$ cat src/rtl/usbdev_evt_regs.sv
module usbdev_evt_regs #(
  parameter int ADDR_W      = 2,
  parameter int MAX_TX_SIZE = 8
) (
  input  logic              clk,
  input  logic              rst_n,
  input  logic              cpu_wr,
  input  logic [ADDR_W-1:0] cpu_addr,
  input  logic [7:0]        cpu_wdata,
  output logic [7:0]        cpu_rdata,
  input  logic              evt_eop,
  input  logic              evt_activity,
  input  logic              evt_tx,
  output logic              irq,
  output logic              suspend_on,
  output logic              ep0_toggle,
  output logic              ep0_stall,
  output logic              ep0_tx_en,
  output logic              ep0_rx_en,
  output logic [3:0]        ep0_tx_size
);
  localparam logic [ADDR_W-1:0] A_EVT = ADDR_W'(0);
  localparam logic [ADDR_W-1:0] A_EP0 = ADDR_W'(1);
  localparam logic [ADDR_W-1:0] A_PWR = ADDR_W'(2);
  localparam logic [3:0]        SIZE_CAP = 4'(MAX_TX_SIZE);

  logic eop_flag, resume_flag, tx_flag;
  logic eop_ie, tx_ie, resume_ie;

  wire wr_evt = cpu_wr && cpu_addr == A_EVT;
  wire wr_ep0 = cpu_wr && cpu_addr == A_EP0;
  wire wr_pwr = cpu_wr && cpu_addr == A_PWR;

  wire clr_eop    = wr_evt && cpu_wdata[5];
  wire clr_resume = wr_evt && cpu_wdata[6];
  wire clr_tx     = wr_evt && cpu_wdata[7];
  wire set_resume = evt_activity && suspend_on;

  wire [3:0] size_in = (cpu_wdata[3:0] > SIZE_CAP) ? SIZE_CAP : cpu_wdata[3:0];

  always_ff @(posedge clk) begin
    if (!rst_n) begin
      eop_flag    <= 1'b0;
      resume_flag <= 1'b0;
      tx_flag     <= 1'b0;
      eop_ie      <= 1'b0;
      tx_ie       <= 1'b0;
      resume_ie   <= 1'b0;
      suspend_on  <= 1'b0;
      ep0_toggle  <= 1'b0;
      ep0_stall   <= 1'b0;
      ep0_tx_en   <= 1'b0;
      ep0_rx_en   <= 1'b0;
      ep0_tx_size <= 4'd0;
    end else begin
      eop_flag    <= evt_eop    | (eop_flag    & ~clr_eop);
      resume_flag <= set_resume | (resume_flag & ~clr_resume);
      tx_flag     <= evt_tx     | (tx_flag     & ~clr_tx);
      if (wr_evt) begin
        eop_ie <= cpu_wdata[3];
        tx_ie  <= cpu_wdata[4];
      end
      if (wr_pwr) begin
        suspend_on <= cpu_wdata[0];
        resume_ie  <= cpu_wdata[1];
      end
      if (wr_ep0) begin
        ep0_toggle  <= cpu_wdata[7];
        ep0_stall   <= cpu_wdata[6];
        ep0_tx_en   <= cpu_wdata[5];
        ep0_rx_en   <= cpu_wdata[4];
        ep0_tx_size <= size_in;
      end
    end
  end

  assign irq = (eop_flag & eop_ie) | (tx_flag & tx_ie) | (resume_flag & resume_ie);

  always_comb begin
    case (cpu_addr)
      A_EVT:   cpu_rdata = {3'b000, tx_ie, eop_ie, tx_flag, resume_flag, eop_flag};
      A_EP0:   cpu_rdata = {ep0_toggle, ep0_stall, ep0_tx_en, ep0_rx_en, ep0_tx_size};
      A_PWR:   cpu_rdata = {6'd0, resume_ie, suspend_on};
      default: cpu_rdata = 8'h00;
    endcase
  end
endmodule

$ cat config.mk
export PLATFORM = sky130hd
export DESIGN_NAME = usbdev_evt_regs
export DESIGN_NICKNAME = d
export VERILOG_FILES = /design/src/rtl/usbdev_evt_regs.sv
export SDC_FILE = /design/constraint.sdc
export NUM_CORES = 1
export LEC_CHECK = 0
export BUFFER_PORTS_ARGS = -buffer_cell sky130_fd_sc_hd__buf_4
export CORE_MARGIN = 1
export CORE_UTILIZATION = 48
export DETAILED_ROUTE_END_ITERATION = 10
export GPL_ROUTABILITY_DRIVEN = 1
export GPL_TIMING_DRIVEN = 0
export PLACE_DENSITY = 0.88
export SKIP_LAST_GASP = 1
export SLEW_MARGIN = 10
export SYNTH_ARGS = -nofsm -noshare
export SYNTH_HDL_FRONTEND = slang
export SYNTH_SLANG_ARGS = --single-unit
export TNS_END_PERCENT = 30
$ cat constraint.sdc
create_clock -name clk -period 1.97 [get_ports clk]
set_input_delay 0.4925 -clock clk [delete_from_list [all_inputs] [get_ports clk]]
set_output_delay 0.4925 -clock clk [all_outputs]
set_load 0.01 [all_outputs]
==> metrics.cfg <==
[floorplan]
die-area_mm2=0.00178
initial_core_util_pct=51.5
die_h_um=42.2
core_mm2=0.00151
rows=14
ios=34
die_w_um=42.2

[layout]
diodes=0
fin_nets=136
fin_util_pct=69.5
layout-drive-gt1-share_pct=33.6
largest_reg_flops=4
largest-register=ep0_tx_size
syn_to_final_growth_pct=35.0

[routing]
wire_per_inst_um=14.0
drc=0
drt_iter0_drc=18
wl_mm=1.88
vias_per_cell=5.74
num_vias=775
dr.pass1.iters=4
antenna_left=0

[worst_setup_path]
end_kind=output port
cp_max_fo=3
start_kind=flip-flop
crit_type=flip-flop to output port
critical_path_arrival_ns=1.20
critPathRequiredTime_ns=1.48

[clock_tree]
tritoncts=yes
clock_path_buffers=2
cts_made_buffers=3
cts_max_level=1
clock_sinks=15
cts-root-buf=clkbuf_4
cts_setup_buffers=0
path_clk_slew_ns=0.09
ctsResizeCount=0
clkLatencyLatePin_ns=0.29
hold_buffers=0

[power_and_ir_drop]
pwr-share-clk_pct=29.5
p_sw_share_pct=26.2
p_comb_share_pct=17.4
powerDensity_mw_per_mm2=582
p_int_mw=0.450
switching_power_mw=0.160
seqPwrFrac_pct=53.1
leakage_nw=0.492
vdd.ir_drop.worst_mv=0.337

[sta]
setup_viol_count_final=0
tns_ns=0
rsz0062_at_grt=false
fin_skew_ns=0.000819
period_share_pct=85.7
drv_slew=0
slew_headroom_pct=78.3
tightest_slew_ns=0.325
fin_crit_ns=1.69
hold_violations=0
fmax_ghz=0.592

[synthesis]
syn_inst=85
synth_area_leaders=dfxtp_1 39%, mux2i_1 22%, nand2_1 9.7%
synth_nets=101
netlist.area_leader.share_pct=38.7
synth_cell_types=19
synth_enable_flop_cells=0
ys.flop_type=dfxtp_1
seq_area_frac_synth_pct=38.7
netlist_area_um2=776
yosys_warnings=0
yosys.area.top_type=dfxtp_1
syn_area_per_cell_um2=9.13
post-synth-top-count-cell=nand2_1
synth_async_sr_flop_share_pct=0
synth_seq_cells=15
ys_top_cells_by_count=20 x nand2_1, 17 x mux2i_1, 15 x dfxtp_1, 4 x inv_1

[place]
io_buffers=30
routabilityCongestion=0.820

[global_routing]
grt.busiest_layer=met2
use_met3_pct=6.90
antenna_found_initial=0
grt-ovfl-total=0
grt_pass1_vias=707
grt.total_usage_pct=23.9
grt_util_met2_pct=40.0
grt_pass1_wl_mm=3.15
use_met1_pct=28.1
grt_max_degree=11

[hold_path]
min_path_type=input pin to flip-flop

[job]
cap_violations=0

[status]
outcome=finished, final reports clean

## per-stage QoR
step                      area [µm²]  worst slack (ns)  hold WS [ns]  power (mW)  instances
after floorplan                  776             0.514         0.446       0.387         85
after CTS                       1050             0.282         0.393       0.607        135
final                           1050             0.282         0.385       0.609        135
after global placement          1020             0.382         0.456       0.432        131
after detailed placement        1020             0.363         0.467       0.436        131
after global routing            1050             0.208         0.385       0.644        135
## metal layers
layer | share of wire [%] | wire [µm]
met1 | 42 | 790
met3 | 6.7 | 127
met4 | 1.9 | 35
met5 | 0 | 0
met2 | 49 | 932
## power by group through the flow
stage | Combinational (mW) | Clock [mW] | Sequential (mW)
final | 0.106 | 0.180 | 0.324
after global routing | 0.116 | 0.203 | 0.325
after CTS | 0.106 | 0.178 | 0.323
after detailed placement | 0.105 | 0 | 0.331
after global placement | 0.102 | 0 | 0.330
after floorplan | 0.0562 | 0 | 0.331
## critical path, cell delays in order (launching register included)
cell	delay, ns
dfxtp_1	0.33
a222oi_1	0.35
inv_1	0.08
buf_4	0.15
## cells in the final DEF (no fill, tap or decap), drive strengths merged
cell type  instances
nor2               3
nand2             20
a31oi              2
mux2i             17
a222oi             1
o2bb2ai            2
clkbuf             4
buf               36
a311oi             1
nor3b              1
and3b              2
a21oi              1
inv                4
nor2b              1
nand3b             3
and2b              1
and2               3
dfxtp             15
o21ai              2
## worst paths after layout
path,startpoint,end,slack [ns],cells after the start
setup / recovery,resume_flag$_SDFF_PN0_,irq,0.28,3
hold / removal,cpu_wdata[7],tx_flag$_SDFF_PN0_,0.39,2
setup reg to reg,suspend_on$_SDFFE_PN0P_,resume_flag$_SDFF_PN0_,1.15,2
hold reg to reg,ep0_tx_en$_SDFFE_PN0P_,ep0_tx_en$_SDFFE_PN0P_,0.48,2
## cell families (layout without fill, tap and decap cells)
kind of cell / count (synthesis) / in the layout / synth area share [%]
simple gates: 34 / 34 / 22.9
mux: 17 / 17 / 21.9
flops: 15 / 15 / 38.7
buf+inv: 10 / 44 / 8.22
compound gates: 9 / 9 / 8.23
## area by class of cell
class / instances / area [µm²]
well taps: 16 / 20.0
multi-input cells: 60 / 412
plain buffers: 6 / 48.8
clock buffers: 4 / 26.3
fillers: 118 / 459
repair buffers: 30 / 225
flip-flops and latches: 15 / 300
inverters: 4 / 15.0
No activity file was read; power rests on OpenSTA's default activity.
